==> config.mk <==
export PLATFORM = sky130hd
export DESIGN_NAME = codec_host_port
export DESIGN_NICKNAME = d
export VERILOG_FILES = /design/src/rtl/codec_host_port.sv
export SDC_FILE = /design/constraint.sdc
export NUM_CORES = 1
export LEC_CHECK = 0
export BUFFER_PORTS_ARGS = -buffer_cell sky130_fd_sc_hd__buf_2
export CAP_MARGIN = 20
export CORE_UTILIZATION = 45
export DETAILED_ROUTE_END_ITERATION = 6
export HOLD_SLACK_MARGIN = 0.03
export PLACE_DENSITY_LB_ADDON = 0.05
export SKIP_LAST_GASP = 1
export SLEW_MARGIN = 10
export SYNTH_ARGS = -nofsm -noshare
export SYNTH_HDL_FRONTEND = slang
export SYNTH_SLANG_ARGS = --single-unit
==> constraint.sdc <==
create_clock -name clk -period 2.6 [get_ports clk]
set_input_delay 0.52 -clock clk [delete_from_list [all_inputs] [get_ports clk]]
set_output_delay 0.52 -clock clk [all_outputs]
set_load 0.005 [all_outputs]
==> src/rtl/codec_host_port.sv <==
module codec_host_port #(
  parameter int INIT_CYCLES = 256,
  parameter int NREG = 16,
  parameter int DW = 8
) (
  input  logic                clk,
  input  logic                rst_n,
  input  logic                hcs_n,
  input  logic                hrd_n,
  input  logic                hwr_n,
  input  logic [1:0]          haddr,
  input  logic [DW-1:0]       hdata_in,
  output logic [DW-1:0]       hdata_out,
  output logic                bus_en,
  output logic                bus_dir,
  input  logic [DW-1:1]       stat_in,
  input  logic                irq_set,
  output logic                irq,
  input  logic [DW-1:0]       cap_data,
  output logic                cap_taken,
  output logic [DW-1:0]       play_data,
  output logic                play_stb,
  output logic [NREG*DW-1:0]  ctrl_regs,
  output logic                mode_chg_en,
  output logic                xfer_req_dis
);
  localparam int IW = $clog2(NREG);
  localparam int CW = $clog2(INIT_CYCLES + 1);
  localparam int IRQ_EN_REG = 10;
  localparam int IRQ_EN_BIT = 1;

  logic [2:0]    wr_sy, rd_sy;
  logic          wr_rise, rd_rise, commit;
  logic          wr_hold_v, rd_hold_cap;
  logic [1:0]    wr_addr_h;
  logic [DW-1:0] wr_data_h;
  logic [IW-1:0] idx;
  logic          irq_flag;
  logic [CW-1:0] busy_cnt;
  logic          busy;
  logic [DW-1:0] regs [NREG];

  assign wr_rise = wr_sy[1] & ~wr_sy[2];
  assign rd_rise = rd_sy[1] & ~rd_sy[2];
  assign commit  = wr_rise & wr_hold_v;
  assign busy    = (busy_cnt != '0);

  assign bus_en  = ~hcs_n & (~hrd_n | ~hwr_n);
  assign bus_dir = ~hcs_n & ~hrd_n;
  assign irq     = irq_flag & regs[IRQ_EN_REG][IRQ_EN_BIT];

  for (genvar k = 0; k < NREG; k++) begin : g_flat
    assign ctrl_regs[k*DW +: DW] = regs[k];
  end

  always_comb begin
    case (haddr)
      2'd0:    hdata_out = {busy, mode_chg_en, xfer_req_dis, 1'b0, idx};
      2'd1:    hdata_out = regs[idx];
      2'd2:    hdata_out = {stat_in, irq_flag};
      default: hdata_out = cap_data;
    endcase
  end

  always_ff @(posedge clk or negedge rst_n) begin
    if (!rst_n) begin
      wr_sy <= '1;
      rd_sy <= '1;
    end else begin
      wr_sy <= {wr_sy[1:0], hwr_n};
      rd_sy <= {rd_sy[1:0], hrd_n};
    end
  end

  always_ff @(posedge clk or negedge rst_n) begin
    if (!rst_n) begin
      wr_hold_v   <= 1'b0;
      wr_addr_h   <= '0;
      wr_data_h   <= '0;
      rd_hold_cap <= 1'b0;
    end else begin
      if (!wr_sy[1]) begin
        wr_hold_v <= ~hcs_n;
        wr_addr_h <= haddr;
        wr_data_h <= hdata_in;
      end else if (wr_rise) begin
        wr_hold_v <= 1'b0;
      end
      if (!rd_sy[1])    rd_hold_cap <= ~hcs_n & (haddr == 2'd3);
      else if (rd_rise) rd_hold_cap <= 1'b0;
    end
  end

  always_ff @(posedge clk or negedge rst_n) begin
    if (!rst_n) begin
      idx          <= '0;
      mode_chg_en  <= 1'b0;
      xfer_req_dis <= 1'b0;
      irq_flag     <= 1'b0;
      busy_cnt     <= CW'(INIT_CYCLES);
      play_data    <= '0;
      play_stb     <= 1'b0;
      cap_taken    <= 1'b0;
      for (int k = 0; k < NREG; k++) regs[k] <= '0;
    end else begin
      play_stb  <= commit && (wr_addr_h == 2'd3);
      cap_taken <= rd_rise && rd_hold_cap;
      if (busy) busy_cnt <= busy_cnt - 1'b1;
      if (irq_set) irq_flag <= 1'b1;
      else if (commit && wr_addr_h == 2'd2) irq_flag <= 1'b0;
      if (commit) begin
        case (wr_addr_h)
          2'd0: begin
            idx          <= wr_data_h[IW-1:0];
            xfer_req_dis <= wr_data_h[5];
            mode_chg_en  <= wr_data_h[6];
          end
          2'd1:    regs[idx] <= wr_data_h;
          2'd3:    play_data <= wr_data_h;
          default: ;
        endcase
      end
    end
  end

  assert_irq_sets_R6: assert property (@(posedge clk) disable iff (!rst_n)
    irq_set |=> irq_flag);
  assert_irq_sticky_R6: assert property (@(posedge clk) disable iff (!rst_n)
    (irq_flag && !(commit && wr_addr_h == 2'd2)) |=> irq_flag);
  assert_index_hold_R2: assert property (@(posedge clk) disable iff (!rst_n)
    !(commit && wr_addr_h == 2'd0) |=> $stable(idx));
  assert_busy_once_R9: assert property (@(posedge clk) disable iff (!rst_n)
    !busy |=> !busy);
  assert_play_pulse_R4: assert property (@(posedge clk) disable iff (!rst_n)
    play_stb |=> !play_stb);
  assert_cap_pulse_R5: assert property (@(posedge clk) disable iff (!rst_n)
    cap_taken |=> !cap_taken);
  assert_single_commit_R10: assert property (@(posedge clk) disable iff (!rst_n)
    commit |=> !commit);
endmodule

* Yosys cells after proc, flatten, opt, wreduce, memory -nomap -nowiden
Cells that the tools add are included.
** Word-level totals
- Register bits :: 172
- Input port bits :: 31
- Output and inout bits :: 151
- Logic and storage cells :: 79
** Cells by class
- $add $sub $neg :: 1
- Order comparisons :: 2
- Eq/ne operators :: 8
- Muxes and demuxes :: 13
- Bitwise gates (word level) :: 14
- Reductions and logical operators :: 11
** Operators by type and width (count)
- $bwmux W128 :: 1
- $bmux W8 S4 :: 1
- $demux W8 S4 :: 1
- $mux W8 :: 3
- $pmux W8 S3 :: 1
- $reduce_bool A9 Y1 :: 1
- $sub A9 B1 Y9 const B :: 1
- $eq A2 B2 Y1 const B :: 4
- $and A1 B1 Y1 :: 7
- $mux W1 :: 6
- $reduce_and A2 Y1 :: 3
- $ge A5 B5 Y1 const B :: 1
- $lt A5 B1 Y1 const B :: 1
- $not A1 Y1 :: 5
- $not A4 Y5 :: 1
- $eq A2 B1 Y1 const B :: 2
- $logic_and A1 B1 Y1 :: 4
- $logic_not A2 Y1 :: 2
- $ne A2 B1 Y1 const B :: 2
- $reduce_bool A2 Y1 :: 1
- $or A1 B1 Y1 :: 1

* Depth between registers and ports, before layout
- Word-level depth :: 6
- Depth in mapped cells :: 7
- Mapped depth without buffers :: 6

* Least setup slack after synthesis
Ideal clock, no wire load.
- Path type :: reg2out
- From :: reg idx[1]
- To :: out hdata_out[5]
- Data arrival time :: 1813 ps
- Path slack :: 267 ps
- Stages on the path, launching flop included :: 6
- Buffers on the path :: 1
- Path through :: dfrtp_1 buf_1 mux4_2 a22oi_1 nand3_1 mux4_2
** Between the ends
- Longest elaborated chain between the ends :: 5
** RTL lines
- start, declared :: RTL line 37 : logic [IW-1:0] idx;
- start signal, assigned :: RTL line 114 : idx <= wr_data_h[IW-1:0];
- $not A4 Y5 (implied by the code) :: RTL line 59 : 2'd1: hdata_out = regs[idx];
- $bmux W8 S4 :: RTL line 59
- $mux W8 (implied by the code) (2 in series) :: RTL line 59
- $pmux W8 S3 :: RTL line 57 : case (haddr)
- end, declared :: RTL line 13 : output logic [DW-1:0] hdata_out,
No other way between the ends. The select of a mux whose other input is x is not followed.

* Worst setup path in the final report
- From :: reg idx[0]
- To :: out hdata_out[6]
The elaborated chain is that of the path after synthesis.

==> reports/metrics.yaml <==
fp.coreArea_sq_um: 16800
run_status: "finished, violations left"
fin_cells: 972
clock_path_buffers: 2
crit_arrival_ps: 2530
synth-async-reset-ratio_pct: 100
grt_overflow_total: 0
start_util_pct: 46.6
hold_viol: 0
dieArea_sq_um: 17900
cts_buffers: 17
syn_inst: 528
ant_nets: 0
drtIter0Drc: 261
synthFlopType: "dfrtp_1"
n_antenna_cell: 0
cts.sinks: 172
grt_pass1_wl_um: 33800
crit_required_ps: 2080
syn-mean-instance-area_sq_um: 14.8
end_kind: "primary output"
syn_nets: 560
grt_setup_unrepaired: "true"
maxSlewViolCount: 0
drive_gt1_share_pct: 62.0
slew_headroom_pct: 54.3
synth-seq-cells: 172
portBuffers: 181
post-route-min-period_ps: 3050
syn_area_sq_um: 7810
rr_startpoint: "wr_sy[1]"
dieWidth_um: 134
gp_congestion: 0.807
hold_path_class: "in -> reg"
avgViaCountPerCell: 5.58
antenna_found_initial: 0
clkTransAtPathRegs_ps: 60
utilization_pct: 59.5
syn_to_final_growth_pct: 27.7
wirelength_um: 21700
die_h_um: 134
placed_cells: 930
start_kind: "flip-flop"
crit_type: "reg -> out"
grt_max_degree: 56
synth-edff-count: 0
path_max_fanout: 7
max_freq_ghz: 0.328
hpwlAfterDp_um: 15400
nets: 771
period_share_pct: 117
vdd_ir_drop_max_mv: 0.507
via_count: 5428
violations: "negative setup slack"
ioPinCount: 182
worst_pin_slew_ps: 685
finClkSkew_ps: 10.5
track_usage_pct: 25.7
finalSetupViolations: 8
setup_ws_ps: -449
rows: 47
cts_max_level: 4
synth_cell_types: 49
hold_ws_ps: 204
timing.setup.tns_ps: -3070
reg2reg_slack_ps: 220
yosysSeqAreaShare_pct: 55.2
cts.root.buffer_cell: "clkbuf_16"
p_leak_nw: 5.27
endpoint: "hdata_out[6]"
dr.pass1.iters: 4
r2r-end: "ctrl_regs[116]"
crit_start: "idx[0]"
insertion_delay_ps: 430
yosys_warnings: 0
fill_cells: 1385
power.density_nw_per_um2: 745
cts_tree: "built"
drc: 0
r2r_cells: 5
wl_per_cell_um: 22.3
grt_pass1_vias: 5674
cap_violations: 0
[sequential cells by signal, summed over array words and instances (netlist names)]
signal        count
busy_cnt          9
wr_sy             3
play_stb          1
play_data         8
xfer_req_dis      1
idx               4
rd_hold_cap       1
cap_taken         1
rd_sy             3
ctrl_regs       128
wr_data_h         8
mode_chg_en       1
wr_hold_v         1
wr_addr_h         2
irq_flag          1
[per-layer routing]
layer | vias to the layer above | wire (um) | GRT usage, %
met5 | - | 0 | 0
met4 | 0 | 341 | 8.52
met3 | 26 | 1320 | 5.75
met2 | 171 | 11000 | 41.9
met1 | 2849 | 9030 | 34.2
li1 | 2382 | - | -
[per-stage QoR]
step	power (mW)	cell area, sq um	worst slack [ps]
after floorplan	3.99	7810	267
after global placement	4.59	9170	-154
after detailed placement	4.62	9170	-186
after CTS	7.42	9920	-464
after global routing	7.75	9980	-494
final	7.43	9980	-449
[synthesized netlist by cell type (all sizes together), types with 6 or more instances]
cell type,instances,area (sq um)
mux4,32,732
dfrtp,165,4130
a22oi,8,60.1
mux2,155,1750
mux2i,10,100
dfstp,7,184
nand2,29,109
a21oi,6,30.0
buf,19,100
clkbuf,15,56.3
inv,7,26.3
nor2,13,51.3
nand3,14,70.1
[worst max-delay path: stages (launching register included)]
cell and delay [ps]:
dfrtp_4 490, buf_8 150, mux4_2 500, a22oi_2 200, nand3_2 120, mux4_2 490
buf_2 140
[worst min path at each step]
stage	depth (start not counted)	slack, ps	start	end
final	1	200	hwr_n	wr_sy[0]
after global routing	1	190	hwr_n	wr_sy[0]
after CTS	1	190	hwr_n	wr_sy[0]
after detailed placement	0	350	rd_sy[0]	rd_sy[1]
after global placement	0	350	rd_sy[0]	rd_sy[1]
after floorplan	0	220	rst_n	busy_cnt[0]
[power by group]
| group | switching, mW | total, mW | leakage [nW] | internal [mW] |
|---|---|---|---|---|
| sequential | 0.279 | 3.19 | 2.32 | 2.91 |
| combinational | 0.709 | 1.56 | 2.65 | 0.848 |
| clock | 1.09 | 2.68 | 0.308 | 1.60 |
| total | 2.07 | 7.43 | 5.27 | 5.35 |
[kinds of logic (layout without fill, tap and decap cells)]
kind of cell / Yosys count / count (layout) / synth area share (%)
xor gates and xnor gates: 5 / 5 / 0.561
adders and majority gates: 1 / 1 / 0.160
DFF: 172 / 172 / 55.2
AOI/OAI and AO/OA: 30 / 30 / 2.72
muxes: 197 / 197 / 33.0
and+or+nand+nor: 82 / 82 / 6.02
buffers and inverters: 41 / 265 / 2.34
[cell type report]
| type | count | area (sq um) | share of cell area [%] |
|---|---|---|---|
| Inverter | 7 | 26.3 | 0.263 |
| Clock buffer | 20 | 467 | 4.68 |
| Multi-Input combinational cell | 315 | 3370 | 33.8 |
| Tap cell | 220 | 275 | 2.76 |
| Sequential cell | 172 | 4320 | 43.3 |
| Timing Repair Buffer | 226 | 1360 | 13.7 |
| Clock inverter | 12 | 156 | 1.57 |
[cells in the final DEF, fill, tap and decap left out, types with 6 or more instances in the layout]
cell and instances:
buf_2 180, dfstp_2 7, nand2_1 29, inv_1 7
clkbuf_16 18, buf_4 34, buf_12 6, nand3_1 11
dfrtp_1 163, mux4_2 30, mux2i_1 10, nor2_1 12
mux2_2 148
[timing repair]
action | CTS | global route
gates resized for setup | 17 | 5
pin swaps | 8 | 3
buffers inserted | 8 | 1
hold buffers | 1 | 0
endpoints found under the setup margin | 8 | 8
cloned | 0 | 1
endpoints found under the hold margin | 31 | 0
Note: power is estimated with default switching activity, not from simulation.
